[src/rtl/ctr_pkg.sv]
package ctr_pkg;

   // Operating mode of one counter slice, in falling priority order
   typedef enum logic [1:0] {
      MODE_CLEAR = 2'd3,
      MODE_LOAD  = 2'd2,
      MODE_COUNT = 2'd1,
      MODE_HOLD  = 2'd0
   } ctr_mode_e;

   // Priority resolution of the four control levels
   function automatic ctr_mode_e pick_mode(input logic clr_n,
                                           input logic ld_n,
                                           input logic en_bcast,
                                           input logic en_carry);
      ctr_mode_e m;
      if (!clr_n)                    m = MODE_CLEAR;
      else if (!ld_n)                m = MODE_LOAD;
      else if (en_bcast && en_carry) m = MODE_COUNT;
      else                           m = MODE_HOLD;
      return m;
   endfunction

endpackage

[src/rtl/ctr_mode_dec.sv]
module ctr_mode_dec
   import ctr_pkg::*;
(
   input  logic      clr_n,
   input  logic      ld_n,
   input  logic      en_bcast,
   input  logic      en_carry,
   output ctr_mode_e mode
);

   always_comb begin
      mode = pick_mode(clr_n, ld_n, en_bcast, en_carry);
   end

endmodule

[src/rtl/ctr_stage.sv]
module ctr_stage
   import ctr_pkg::*;
#(
   parameter int W = 4
) (
   input  logic         clk,
   input  logic         clr_n,
   input  logic         ld_n,
   input  logic         en_bcast,
   input  logic         en_carry,
   input  logic [W-1:0] load_val,
   output logic [W-1:0] value,
   output logic         term
);

   localparam logic [W-1:0] ONE  = W'(1);
   localparam logic [W-1:0] ZERO = '0;

   if (W < 1) begin : g_bad_width
      $error("ctr_stage: W must be at least 1");
   end

   ctr_mode_e    mode;
   logic [W-1:0] value_nx;
   logic         all_ones;

   ctr_mode_dec u_dec (
      .clr_n    (clr_n),
      .ld_n     (ld_n),
      .en_bcast (en_bcast),
      .en_carry (en_carry),
      .mode     (mode)
   );

   always_comb begin
      unique case (mode)
         MODE_CLEAR: value_nx = ZERO;
         MODE_LOAD:  value_nx = load_val;
         MODE_COUNT: value_nx = value + ONE;
         default:    value_nx = value;
      endcase
   end

   always_ff @(posedge clk) begin
      value <= value_nx;
   end

   assign all_ones = &value;
   assign term     = en_carry & all_ones;

   // Assertion support: value is meaningful after the first clear or preset
   logic primed = 1'b0;
   always_ff @(posedge clk) begin
      if (!clr_n || !ld_n) primed <= 1'b1;
   end

   // clear wins over all other controls
   a_r1_clear_wins: assert property (@(posedge clk)
      (!clr_n) |=> (value == ZERO));

   // preset copies the data regardless of enables
   a_r2_preset_copies: assert property (@(posedge clk)
      (clr_n && !ld_n) |=> (value == $past(load_val)));

   // one step per counting edge, wrapping at the top
   a_r3_single_step: assert property (@(posedge clk) disable iff (!primed)
      (clr_n && ld_n && en_bcast && en_carry) |=> (value == $past(value) + ONE));

   // a missing enable freezes the slice
   a_r4_hold_freezes: assert property (@(posedge clk) disable iff (!primed)
      (clr_n && ld_n && !(en_bcast && en_carry)) |=> $stable(value));

endmodule

[src/rtl/ctr_carry_link.sv]
module ctr_carry_link #(
   parameter int STAGES = 2
) (
   input  logic              en_carry,
   input  logic [STAGES-1:0] stage_term,
   output logic [STAGES-1:0] stage_cin
);

   if (STAGES < 1) begin : g_bad_stages
      $error("ctr_carry_link: STAGES must be at least 1");
   end

   // Lowest slice sees the global carry enable; each higher slice the
   // terminal flag of its neighbour below.
   assign stage_cin[0] = en_carry;

   if (STAGES > 1) begin : g_link
      for (genvar k = 1; k < STAGES; k++) begin : g_hop
         assign stage_cin[k] = stage_term[k-1];
      end
   end

endmodule

[src/rtl/ctr_chain.sv]
module ctr_chain #(
   parameter int STAGE_W = 4,
   parameter int STAGES  = 2
) (
   input  logic                       clk,
   input  logic                       clr_n,
   input  logic                       ld_n,
   input  logic                       en_bcast,
   input  logic                       en_carry,
   input  logic [STAGE_W*STAGES-1:0]  load_val,
   output logic [STAGE_W*STAGES-1:0]  count,
   output logic                       carry_out
);

   localparam int TOTAL_W = STAGE_W * STAGES;

   if (STAGE_W < 1) begin : g_bad_w
      $error("ctr_chain: STAGE_W must be at least 1");
   end
   if (STAGES < 1) begin : g_bad_n
      $error("ctr_chain: STAGES must be at least 1");
   end

   logic [STAGES-1:0] stage_term;
   logic [STAGES-1:0] stage_cin;

   ctr_carry_link #(.STAGES(STAGES)) u_link (
      .en_carry   (en_carry),
      .stage_term (stage_term),
      .stage_cin  (stage_cin)
   );

   for (genvar s = 0; s < STAGES; s++) begin : g_stage
      ctr_stage #(.W(STAGE_W)) u_stage (
         .clk      (clk),
         .clr_n    (clr_n),
         .ld_n     (ld_n),
         .en_bcast (en_bcast),
         .en_carry (stage_cin[s]),
         .load_val (load_val[s*STAGE_W +: STAGE_W]),
         .value    (count[s*STAGE_W +: STAGE_W]),
         .term     (stage_term[s])
      );
   end

   assign carry_out = stage_term[STAGES-1];

   // Assertion support
   logic primed = 1'b0;
   always_ff @(posedge clk) begin
      if (!clr_n || !ld_n) primed <= 1'b1;
   end

   // terminal flag tied to carry enable and full count
   a_r5_terminal_flag: assert property (@(posedge clk) disable iff (!primed)
      carry_out == (en_carry && (&count)));

   // whole-width wrap from all ones to zero
   a_r3_full_wrap: assert property (@(posedge clk) disable iff (!primed)
      (clr_n && ld_n && en_bcast && en_carry && (&count)) |=> (count == '0));

   // an upper slice only advances when all lower bits are ones
   if (STAGES > 1) begin : g_upper_chk
      for (genvar s = 1; s < STAGES; s++) begin : g_u
         a_r6_upper_waits: assert property (@(posedge clk) disable iff (!primed)
            (clr_n && ld_n && !(&count[s*STAGE_W-1:0]))
               |=> $stable(count[s*STAGE_W +: STAGE_W]));
      end
   end

   // Width sanity for the flattened vectors
   initial begin
      a_width_total: assert ($bits(count) == TOTAL_W);
   end

endmodule

[config.mk]
export PLATFORM = sky130hd
export DESIGN_NAME = ctr_chain
export DESIGN_NICKNAME = d
export VERILOG_FILES = /design/src/rtl/ctr_pkg.sv /design/src/rtl/ctr_mode_dec.sv /design/src/rtl/ctr_stage.sv /design/src/rtl/ctr_carry_link.sv /design/src/rtl/ctr_chain.sv
export SDC_FILE = /design/constraint.sdc
export NUM_CORES = 1
export LEC_CHECK = 0
export CAP_MARGIN = 20
export CORE_MARGIN = 3
export CORE_UTILIZATION = 40
export CTS_CLUSTER_SIZE = 28
export DETAILED_ROUTE_END_ITERATION = 16
export PLACE_DENSITY_LB_ADDON = 0.1
export SYNTH_ARGS = -nofsm -noshare
export SYNTH_HDL_FRONTEND = slang
export SYNTH_HIERARCHICAL = 1
export SYNTH_SLANG_ARGS = --single-unit
[constraint.sdc]
create_clock -name clk -period 2 [get_ports clk]
set_input_delay 0.4 -clock clk [delete_from_list [all_inputs] [get_ports clk]]
set_output_delay 0.4 -clock clk [all_outputs]
set_load 0.02 [all_outputs]
# Word-level counts from Yosys, hierarchy flattened
# Index checks and enable logic that the tools add are counted.
[word_totals]
output_inout_bits = 9
inputBits = 13
elab_cells = 26
regBits = 8
[classes]
bitwise_logic = 2
add_sub_neg = 2
reduce_logical = 6
eq_ne = 6
n_mux = 8
[op_table]
columns = ["operator", "count"]
rows = [
  ["$pmux W4 S3", 2],
  ["$add A4 B1 Y4 const B", 2],
  ["$eq A2 B2 Y1 const B", 4],
  ["$mux W2", 4],
  ["$reduce_and A4 Y1", 2],
  ["$reduce_bool A3 Y1", 2],
  ["$eq A2 B1 Y1 const B", 2],
  ["$and A1 B1 Y1", 2],
  ["$logic_and A1 B1 Y1", 2],
  ["$mux W1", 2],
]

# Logic depth before layout (Yosys ltp)
# Gate-level depths: netlist (run 1).
[logic_depth]
word_depth = 8
depth_mapped = 9
ltp_nobuf = 8

# Hierarchy
# Netlist (run 1), hierarchy kept.
[modules_own_cells]
columns = ["mod", "seq_area_each_um2", "cells_each", "area_per_inst_um2", "instances"]
rows = [
  ["ctr_stage", 120.1, 25, 276.5, 2],
  ["ctr_mode_dec", 0.0, 3, 12.5, 2],
  ["ctr_carry_link", 0.0, 2, 15.0, 1],
]

# Least setup slack after synthesis (run 1)
# OpenSTA, ideal clock, no wires.
[synth_path]
path_type = "reg2reg"
from = "register g_stage[0].u_stage.value[0]"
to = "register g_stage[1].u_stage.value[3] (data pin)"
path_stages_with_launch = 10
setup_ps = 265
setup_slack_ps = 70
arrival_ps = 1665
period_less_slack_ps = 1930
t_required_ps = 1735
n_path_buf = 1
path_cell_list = "edfxtp_1 > ha_1 > and4_2 > buf_4 > nand3_1 > nand2_1 > inv_1 > ha_1 > nand3_1 > o211ai_1"
[synth_via]
elab_chain_len = 8
word_cells_on_any_way = 10
cone_classes = "3 x eq/ne; 4 x mux; 1 x bitwise; 2 x reduce/logical"
[synth_rtl]
columns = ["element", "line_no", "text"]
rows = [
  ["start, declared", "ctr_stage.sv:12", "output logic [W-1:0] value,"],
  ["start signal, assigned", "ctr_stage.sv:45", "value <= value_nx;"],
  ["$reduce_and A4 Y1 (*)", "ctr_stage.sv:48", "assign all_ones = &value;"],
  ["$and A1 B1 Y1 (*)", "ctr_stage.sv:49", "assign term = en_carry & all_ones;"],
  ["net stage_term[0]", "ctr_chain.sv:24", "logic [STAGES-1:0] stage_term;"],
  ["$logic_and A1 B1 Y1 (*)", "ctr_pkg.sv:19", "else if (en_bcast && en_carry) m = MODE_COUNT;"],
  ["$mux W1 (*)", "ctr_pkg.sv:19", ""],
  ["$mux W2 (*)", "ctr_pkg.sv:18", "else if (!ld_n) m = MODE_LOAD;"],
  ["$mux W2 (*)", "ctr_pkg.sv:17", "if (!clr_n) m = MODE_CLEAR;"],
  ["net g_stage[1].u_stage.mode[0]", "ctr_stage.sv:23", "ctr_mode_e mode;"],
  ["$eq A2 B1 Y1 / $eq A2 B2 Y1 (equally long branches)", "ctr_stage.sv:36", "unique case (mode)"],
  ["$pmux W4 S3 (*)", "ctr_stage.sv:36", ""],
  ["net g_stage[1].u_stage.value_nx[3]", "ctr_stage.sv:24", "logic [W-1:0] value_nx;"],
  ["end signal, assigned", "ctr_stage.sv:45", ""],
  ["end, declared", "ctr_stage.sv:12", ""],
]
# The timed path passes the listed nets; every way through them passes the cells marked *.
# A chain may end at the register's enable or synchronous reset.

# Worst setup path in the final report (run 1)
[layout_path]
from = "input en_carry"
to = "register g_stage[1].u_stage.value[3] (data pin)"
[layout_via]
elab_chain_len = 7
word_cells_on_any_way = 9
cone_classes = "3 x eq/ne; 4 x mux; 1 x bitwise; 1 x reduce/logical"
[layout_rtl]
columns = ["element", "line_no", "text"]
rows = [
  ["start, declared", "ctr_chain.sv:9", "input logic en_carry,"],
  ["$and A1 B1 Y1 (*)", "ctr_stage.sv:49", ""],
  ["net stage_term[0]", "ctr_chain.sv:24", ""],
  ["$logic_and A1 B1 Y1 (*)", "ctr_pkg.sv:19", ""],
  ["$mux W1 (*)", "ctr_pkg.sv:19", ""],
  ["$mux W2 (*)", "ctr_pkg.sv:18", ""],
  ["$mux W2 (*)", "ctr_pkg.sv:17", ""],
  ["net g_stage[1].u_stage.mode[0]", "ctr_stage.sv:23", ""],
  ["$eq A2 B1 Y1 / $eq A2 B2 Y1 (equally long branches)", "ctr_stage.sv:36", ""],
  ["$pmux W4 S3 (*)", "ctr_stage.sv:36", ""],
  ["net g_stage[1].u_stage.value_nx[3]", "ctr_stage.sv:24", ""],
]
# Marks and branches as above.

==> results of run 1 <==
layout by cell type, fill, tap and decap left out:
cell type / n
edfxtp_1: 8
inv_1: 5
ha_1: 6
clkdlybuf4s50_1: 20
xor2_1: 2
nand2b_1: 2
nor2b_1: 4
nand2_2: 1
buf_2: 1
nand3_1: 6
buf_4: 4
and4_2: 2
o211ai_1: 2
ha_4: 1
a21boi_0: 2
ha_2: 1
inv_2: 1
nand2_1: 5
nand4_1: 2
clkbuf_4: 3
nand3b_1: 2
a22oi_1: 4
cells by family after synthesis:
kind of cell             count (synthesis)
AND/OR/NAND/NOR                         24
AO/OA/AOI/OAI                            8
buffers and inverters                    8
adder cells (fa/ha/maj)                  8
flip-flops                               8
XOR/XNOR                                 2
area by class of cell:
type                       count  area [um^2]
clock buffer                   3         22.5
fill                         111          478
inverter                       6         22.5
multi-input combinational     42          333
sequential                     8          240
tap                           15         18.8
timing repair buffer          25          235
synthesized netlist by cell type:
master    count  share of area
edfxtp_1      8           0.41
ha_1          8           0.17
inv_1         6          0.038
nand2_1       6          0.038
nand3_1       6          0.051
a22oi_1       4          0.051
nor2b_1       4          0.042
a21boi_0      2          0.025
and4_2        2          0.034
buf_4         2          0.025
nand2b_1      2          0.021
nand3b_1      2          0.025
nand4_1       2          0.021
o211ai_1      2          0.025
xor2_1        2          0.030
final timing paths:
kind	end	depth (start not counted)	startpoint
worst max-delay path	g_stage[1].u_stage/value[3]	9	en_carry
worst min-delay path	g_stage[0].u_stage/value[3]	2	g_stage[0].u_stage/value[3]
worst max register to register	g_stage[1].u_stage/value[1]	8	g_stage[0].u_stage/value[1]
worst min register to register	g_stage[0].u_stage/value[3]	2	g_stage[0].u_stage/value[3]
worst min-delay path, cell delays in order (launching register included):
cell      delay [ns]
edfxtp_1        0.39
nand4_1         0.09
o211ai_1        0.08
what timing repair did:
| action | 4_1_cts | 5_1_grt |
|---|---|---|
| resized for setup | 4 | 4 |
| pin swaps | 0 | 2 |
| endpoints found under the setup margin | 2 | 5 |
power by group:
| part | switching [mW] | internal, mW | total [mW] |
|---|---|---|---|
| logic | 0.0633 | 0.0773 | 0.141 |
| clock network | 0.0498 | 0.0683 | 0.118 |
| registers | 0.0122 | 0.202 | 0.214 |
| total | 0.125 | 0.347 | 0.473 |
through the flow:
step                      worst slack, ns  std cells  hold slack, ns   util  TNS (ns)
after global placement             -0.330         96           0.648  0.620     -1.38
after floorplan                    0.0699         58           0.639      -         0
after detailed placement           -0.339         96           0.666  0.620     -1.66
final                              0.0875         99           0.677  0.646         0
after CTS                         0.00574         99           0.678  0.647         0
after global routing               0.0139         99           0.701  0.646         0
metal layers:
metal / part of all wire / wire length (um) / up-vias / global-route usage
met1: 0.46 / 585 / 247 / 0.187
met4: 0 / 0 / 0 / 0.0542
li1: - / - / 264 / -
met5: 0 / 0 / - / 0
met3: 0.067 / 86 / 0 / 0.0407
met2: 0.48 / 611 / 21 / 0.223
==> reports/qor.csv, run 1 <==
metric;value;unit
outcome;finished clean;
clock root buffer;clkbuf_4;
syn avg cell area;10.2;um^2
fin crit period;1.91;ns
RSZ-0062 raised after global routing;false;
power density cells;542;nW/um^2
CTS sink cnt;8;
antenna fix cells;0;
Min-Delay Path Class;register to register;
main combinational cell family by area after synthesis;simple AND/OR/NAND/NOR gates;
core area;1350;um^2
pin count of the biggest net entering global routing;7;
Worst-path clk slew;0.05;ns
DP Wirelength;1090;um
Die Ht;44.5;um
Largest register FFs;8;
CP Cell Sequence;clkdlybuf4s50_1 > and4_2 > buf_4 > nand3_1 > nand2_2 > inv_2 > ha_4 > nand3b_1 > o211ai_1;
final hold vios;0;
Synth Net Count;79;
biggest regs;g_stage.u_stage/value (8);
multiplexer share of the synthesized area;0;
hold-fix buffer count after cts;0;
Leak Pwr;0.370;nW
TritonCTS clock tree;built;
Total Wirelength;1280;um
width of the die;44.5;um
# setup viols final;0;
Cell variety after synth;15;
Layout Skew;0.00220;ns
post-route ant nets;0;
post-synthesis xor/xnor area fraction;0.0295;
io pins;22;
overall power;473;uW
port bufs;21;
DR iter-0 viols;11;
worst-path fanout max;6;
post-route cell area;872;um^2
first-pass GRT wire length;2100;um
fin crit share;0.956;
Crit path max-delay family;buffers and inverters;
Area Overhead vs Synth;47.0;%
worst-margin pin slew;0.217;ns
Max-Cap Viols;0;
placed cell area;837;um^2
f_max;0.523;GHz
required time worst endpoint;2.08;ns
Worst setup EP type;register;
Post-Synth Adder-Cell Area;0.169;
share of post-route cells with drive strength above 1;0.167;
register area share after synthesis;0.405;
number of global-route vias before repair;493;
maximum clock path buffer count;2;
critical path class;input port to register;
Max transition margin;0.855;
total grt overflow;0;
Synth Warn #;6;
Mapped Area;593;um^2
Setup crit start kind;input port;
Post-Synth Simple-Gate Area;0.232;
Mapped Cells;58;
CTS buffer count;3;
vias per cell;5.37;
wire per inst;13.0;um
most flop-heavy register;g_stage.u_stage/value;
Worst EP arrival;2.00;ns
Worst VDD drop;0.286;mV
Max stage delay on crit path;0.49;ns
drt pass-1 iters;4;
DRC viols;0;
Nets;107;
initial antenna violation count;0;
Post-CTS Setup Inserts;0;
H-tree depth;1;
num rows;13;
GPL Wtd Cong;0.712;
Starting Density;0.439;
Bufs and invs on worst path;3;
Seq cells post-synth;8;
DIE AREA;1980;um^2
r2r setup slk;0.12;ns
GRT Util Overall;0.144;
Vias;532;
critical path's slowest cell;clkdlybuf4s50_1;
Clk Latency, worst-skew pair;0.25;ns
Final Max Slew Viols;0;
Compound-Gate Fraction of Synth Area;0.101;
Note: power is estimated with default switching activity, not from simulation.
==> run 2, diff against run 1 <==
TNS_END_PERCENT = 50   (was not set)
==> run 2 against run 1 <==
  * Clock power is essentially flat
  * Global-route usage is the same
  * First-iteration DRC count shrank 27%
  * Power shrank 0.15%
  * Flip-flop and latch count is the same
  * Clock skew is essentially flat
  * Maximum frequency shrank 0.67%
  * Core utilization shrank 0.19 points
  * Critical path type unchanged
  * Critical endpoint unchanged
  * Largest power group unchanged
==> reports/qor.csv, run 2 (synthesis results as in run 1) <==
metric;value;unit;change
Worst VDD drop;0.285;mV;-0.33%
Min-Delay Path Class;register to register;;
pre-CTS setup slack;-0.339;ns;unchanged
worst-margin pin slew;0.217;ns;+0.000000834 ns
antenna fix cells;0;;unchanged
Sw Ratio;0.264;;-0.000647
CP Cell Sequence;clkdlybuf4s50_1 > and4_2 > buf_4 > nand3_1 > nand2_1 > inv_1 > ha_4 > nand3b_1 > o211ai_1;;
# setup viols final;0;;unchanged
commonest non-fill, non-tap cell in the layout;clkdlybuf4s50_1;;
wire per inst;13.0;um;+0.39%
critical path's slowest cell;clkdlybuf4s50_1;;
DP Wirelength;1090;um;unchanged
combinational group share of total power;0.297;;about the same
TritonCTS clock tree;built;;
first-pass GRT wire length;2100;um;unchanged
Vias;526;;-1.1%
DR iter-0 viols;8;;-3
post-route ant nets;0;;unchanged
biggest regs;g_stage.u_stage/value (8);;
CTS buffer count;3;;unchanged
clock root buffer;clkbuf_4;;
total grt overflow;0;;unchanged
fin crit share;0.963;;+0.00646
Leak Pwr;0.371;nW;+0.30%
Fill cells;111;;unchanged
f_max;0.519;GHz;-0.67%
CTS sink cnt;8;;unchanged
Non-Filler Instances;99;;unchanged
port bufs;21;;unchanged
Largest register FFs;8;;unchanged
GPL Wtd Cong;0.712;;unchanged
num rows;13;;unchanged
most frequent cells in the layout;clkdlybuf4s50_1 (20), edfxtp_1 (8);;
Clk Latency, worst-skew pair;0.25;ns;about the same
Internal Power;347;uW;about the same
overall power;472;uW;-0.15%
DIE AREA;1980;um^2;unchanged
required time worst endpoint;2.08;ns;about the same
vias per cell;5.31;;-1.1%
most flop-heavy register;g_stage.u_stage/value;;
Worst EP arrival;2.01;ns;about the same
Area Overhead vs Synth;46.6;%;
Worst setup EP type;register;;
clock share of power;0.250;;about the same
final hold vios;0;;unchanged
Max-Cap Viols;0;;unchanged
core area;1350;um^2;unchanged
initial antenna violation count;0;;unchanged
Starting Density;0.439;;unchanged
Setup crit start kind;input port;;
Final WS setup;0.0745;ns;-0.0129 ns
fin crit period;1.93;ns;+0.0129 ns
share of post-route cells with drive strength above 1;0.143;;-0.0238
Max transition margin;0.855;;unchanged
Nets;107;;unchanged
number of global-route vias before repair;493;;unchanged
critical path class;input port to register;;
placed cell area;837;um^2;unchanged
Crit path max-delay family;buffers and inverters;;
Max stage delay on crit path;0.49;ns;about the same
io pins;22;;unchanged
power density cells;543;nW/um^2;+0.14%
width of the die;44.5;um;unchanged
Flop pwr share;0.453;;about the same
Bufs and invs on worst path;3;;unchanged
Total Wirelength;1290;um;+0.39%
Layout Skew;0.00217;ns;-0.0000301 ns
maximum clock path buffer count;2;;unchanged
H-tree depth;1;;unchanged
Worst-path clk slew;0.05;ns;about the same
DRC viols;0;;unchanged
RSZ-0062 raised after global routing;true;;
Die Ht;44.5;um;unchanged
post-route cell area;870;um^2;-0.29%
Sw Pwr;125;uW;-0.40%
hold-fix buffer count after cts;0;;unchanged
GRT Util Overall;0.144;;unchanged
outcome;finished clean;;
Final Max Slew Viols;0;;unchanged
drt pass-1 iters;4;;unchanged
worst-path fanout max;6;;unchanged
placed cell count;96;;unchanged
pin count of the biggest net entering global routing;7;;unchanged
Post-Route Utilization;0.644;;-0.00185
## run 2: cell types whose count changed in the layout (fill, tap and decap cells not counted)
cell / before / now
inv_1: 5 / 6
inv_2: 1 / 0
nand2_2: 1 / 0
nand2_1: 5 / 6
## run 2: final timing paths
path | startpoint | depth (start not counted) | end | slack, ns
worst min-delay path | g_stage[0].u_stage/value[3] | 2 | g_stage[0].u_stage/value[3] | 0.68
worst max register to register | g_stage[0].u_stage/value[1] | 9 | g_stage[1].u_stage/value[3] | 0.11
worst min register to register | g_stage[0].u_stage/value[3] | 2 | g_stage[0].u_stage/value[3] | 0.68
worst max-delay path | en_carry | 9 | g_stage[1].u_stage/value[3] | 0.07
## run 2: area by class of cell
type / count / area [um^2] / share of cell area
tap: 15 / 18.8 / 0.0216
timing repair buffer: 25 / 235 / 0.271
multi-input combinational: 42 / 330 / 0.380
inverter: 6 / 22.5 / 0.0259
sequential: 8 / 240 / 0.276
clock buffer: 3 / 22.5 / 0.0259
## run 2: routing by layer
metal | global-route usage | routed length [um] | vias up
met1 | 0.187 | 598 | 245
met3 | 0.0407 | 85 | 0
met2 | 0.223 | 604 | 19
met4 | 0.0542 | 0 | 0
li1 | - | - | 262
met5 | 0 | 0 | -
## run 2: through the flow
stage | setup TNS (ns) | hold WS, ns
3_3_place_gp | -1.38 | 0.648
4_1_cts | 0 | 0.678
6_report | 0 | 0.678
2_1_floorplan | 0 | 0.639
3_5_place_dp | -1.66 | 0.666
5_1_grt | -0.00922 | 0.701
## run 2: power groups by stage
stage                     Sequential (mW)  Combinational (mW)  Clock [mW]
after floorplan                     0.234              0.0461           0
after global placement              0.216               0.133           0
after detailed placement            0.217               0.136           0
after CTS                           0.214               0.140       0.121
after global routing                0.216               0.151       0.131
final                               0.214               0.140       0.118
## run 2: tightest hold or removal path, stage by stage (launching register included)
cell      delay, ns
edfxtp_1       0.39
nand4_1        0.09
o211ai_1       0.08
## run 2: timing repair
action | 4_1_cts | 5_1_grt
setup buffers | 0 | 0
endpoints found under the setup margin | 2 | 5
gates resized for setup | 4 | 2
==> run 3, diff against run 2 <==
--- a/config.mk
+++ b/config.mk
@@ -16,3 +16,3 @@
 export SYNTH_HIERARCHICAL = 1
 export SYNTH_SLANG_ARGS = --single-unit
-export TNS_END_PERCENT = 50
+export TNS_END_PERCENT = 1
==> constraint.sdc (replaced) <==
create_clock -name clk -period 2 [get_ports clk]
set_input_delay 0.4 -clock clk [delete_from_list [all_inputs] [get_ports clk]]
set_output_delay 0.4 -clock clk [all_outputs]
set_load 0.01 [all_outputs]
==> run 3 against run 2 <==
  * Global-route usage is 0.64 points lower
  * Design area is 2.0% higher
  * Power shrank 2.4%
  * Clock skew rose by 0.0013 ns
  * Worst setup slack lost 0.018 ns
  * Core utilization increased by 1.3 points
  * Worst hold slack worse by 0.0071 ns
  * Register-to-register slack hardly changed
  * Critical path type unchanged
  * Critical endpoint is now g_stage[1].u_stage/value[1]
==> reports/qor.csv, run 3 (synthesis results as in run 1) <==
metric;value;unit;change
final hold vios;0;;unchanged
fin crit share;0.971;;+0.00876
Crit path max-delay family;buffers and inverters;;
fin crit period;1.94;ns;+0.0175 ns
M1 wire length;594;um;-0.67%
TritonCTS clock tree;built;;
required time worst endpoint;2.00;ns;-0.08 ns
wire per inst;12.5;um;-4.3%
GPL Wtd Cong;0.686;;-3.7%
Clk Latency, worst-skew pair;0.24;ns;about the same
hold-fix buffer count after cts;0;;unchanged
clock root buffer;clkbuf_4;;
placed cell count;97;;+1.0%
CTS buffer count;3;;unchanged
core area;1350;um^2;unchanged
most frequent cells in the layout;clkdlybuf4s50_1 (20), edfxtp_1 (8);;
DIE AREA;1980;um^2;unchanged
drt pass-1 iters;4;;unchanged
Die Ht;44.5;um;unchanged
biggest regs;g_stage.u_stage/value (8);;
DRC viols;0;;unchanged
pre-CTS setup slack;-0.268;ns;+0.0711 ns
Worst path most repeated cell;buf_4;;
Worst VDD drop;0.371;mV;+30%
Final Max Slew Viols;0;;unchanged
Fill cells;111;;unchanged
Worst EP arrival;1.94;ns;-0.07 ns
total grt overflow;0;;unchanged
number of global-route vias before repair;472;;-4.3%
Max stage delay on crit path;0.44;ns;-0.05 ns
setup total negative slack;0;ns;unchanged
pin count of the biggest net entering global routing;7;;unchanged
Leak Pwr;0.379;nW;+1.9%
met3 wire length;66;um;-22%
port bufs;21;;unchanged
overall power;461;uW;-2.4%
Worst-path clk slew;0.05;ns;about the same
worst-path fanout max;5;;-1
CP Cell Sequence;clkdlybuf4s50_1 > and4_2 > buf_4 > nand3_1 > nand2_1 > buf_4 > ha_2 > a22oi_1 > nor2b_1;;
critical path class;input port to register;;
Final WS setup;0.0570;ns;-0.0175 ns
Starting Density;0.439;;unchanged
Bufs and invs on worst path;3;;unchanged
most flop-heavy register;g_stage.u_stage/value;;
share of post-route cells with drive strength above 1;0.174;;+0.0316
first-pass GRT wire length;1990;um;-4.9%
Min-Delay Path Class;register to register;;
Setup crit start kind;input port;;
Non-Filler Instances;101;;+2.0%
f_max;0.515;GHz;-0.90%
initial antenna violation count;0;;unchanged
Layout Skew;0.00343;ns;+0.00127 ns
antenna fix cells;0;;unchanged
io pins;22;;unchanged
Post-Route Utilization;0.657;;+0.0130
CTS sink cnt;8;;unchanged
Area Overhead vs Synth;49.6;%;
post-route cell area;887;um^2;+2.0%
commonest non-fill, non-tap cell in the layout;clkdlybuf4s50_1;;
metal2 WL;571;um;-5.5%
power density cells;519;nW/um^2;-4.3%
DR top layer;met4;;
multi-input logic area;333;um^2;+0.76%
hold slack;0.671;ns;-0.00707 ns
vias per cell;5.11;;-3.8%
width of the die;44.5;um;unchanged
Seq. cell area;240;um^2;unchanged
num rows;13;;unchanged
Total Wirelength;1260;um;-2.3%
worst-margin pin slew;0.204;ns;-0.0134 ns
maximum clock path buffer count;2;;unchanged
# setup viols final;0;;unchanged
placed cell area;845;um^2;+0.90%
Max-Cap Viols;0;;unchanged
Worst setup EP type;register;;
critical path's slowest cell;clkdlybuf4s50_1;;
DP Wirelength;1030;um;-4.9%
post-route ant nets;0;;unchanged
GRT Util Overall;0.137;;-0.00645
Nets;109;;+1.9%
DR iter-0 viols;7;;-1
H-tree depth;1;;unchanged
outcome;finished clean;;
Largest register FFs;8;;unchanged
Max transition margin;0.864;;+0.00937
Vias;516;;-1.9%
-- run 3: cell type report --
type                       instances  area share
multi-input combinational         42       0.375
sequential                         8       0.271
timing repair buffer              27       0.282
inverter                           6      0.0254
clock buffer                       3      0.0254
tap                               15      0.0212
-- run 3: timing repair --
item,in CTS,in global routing
gates resized for setup,2,4
endpoints found under the setup margin,2,5
pin swaps,0,0
setup buffers,0,1
-- run 3: report_power, final --
| group | switching [mW] | internal (mW) | total [mW] |
|---|---|---|---|
| clock network | 0.0477 | 0.0682 | 0.116 |
| logic | 0.0525 | 0.0801 | 0.133 |
| registers | 0.0107 | 0.201 | 0.212 |
-- run 3: worst min-delay path: stages (launching register included) --
cell      delay (ns)
edfxtp_1        0.38
nand4_1         0.09
o211ai_1        0.09
-- run 3: final timing paths --
| kind | start | to | slack [ns] | depth (start not counted) |
|---|---|---|---|---|
| worst max-delay path | en_carry | g_stage[1].u_stage/value[1] | 0.06 | 9 |
| worst min-delay path | g_stage[1].u_stage/value[3] | g_stage[1].u_stage/value[3] | 0.67 | 2 |
| worst max register to register | g_stage[0].u_stage/value[0] | g_stage[1].u_stage/value[1] | 0.10 | 9 |
| worst min register to register | g_stage[1].u_stage/value[3] | g_stage[1].u_stage/value[3] | 0.67 | 2 |
-- run 3: metal layers --
| metal | global-route usage | vias to the layer above |
|---|---|---|
| met5 | 0 | - |
| met4 | 0.0542 | 0 |
| met3 | 0.0244 | 4 |
| met2 | 0.212 | 16 |
| met1 | 0.188 | 228 |
| li1 | - | 268 |
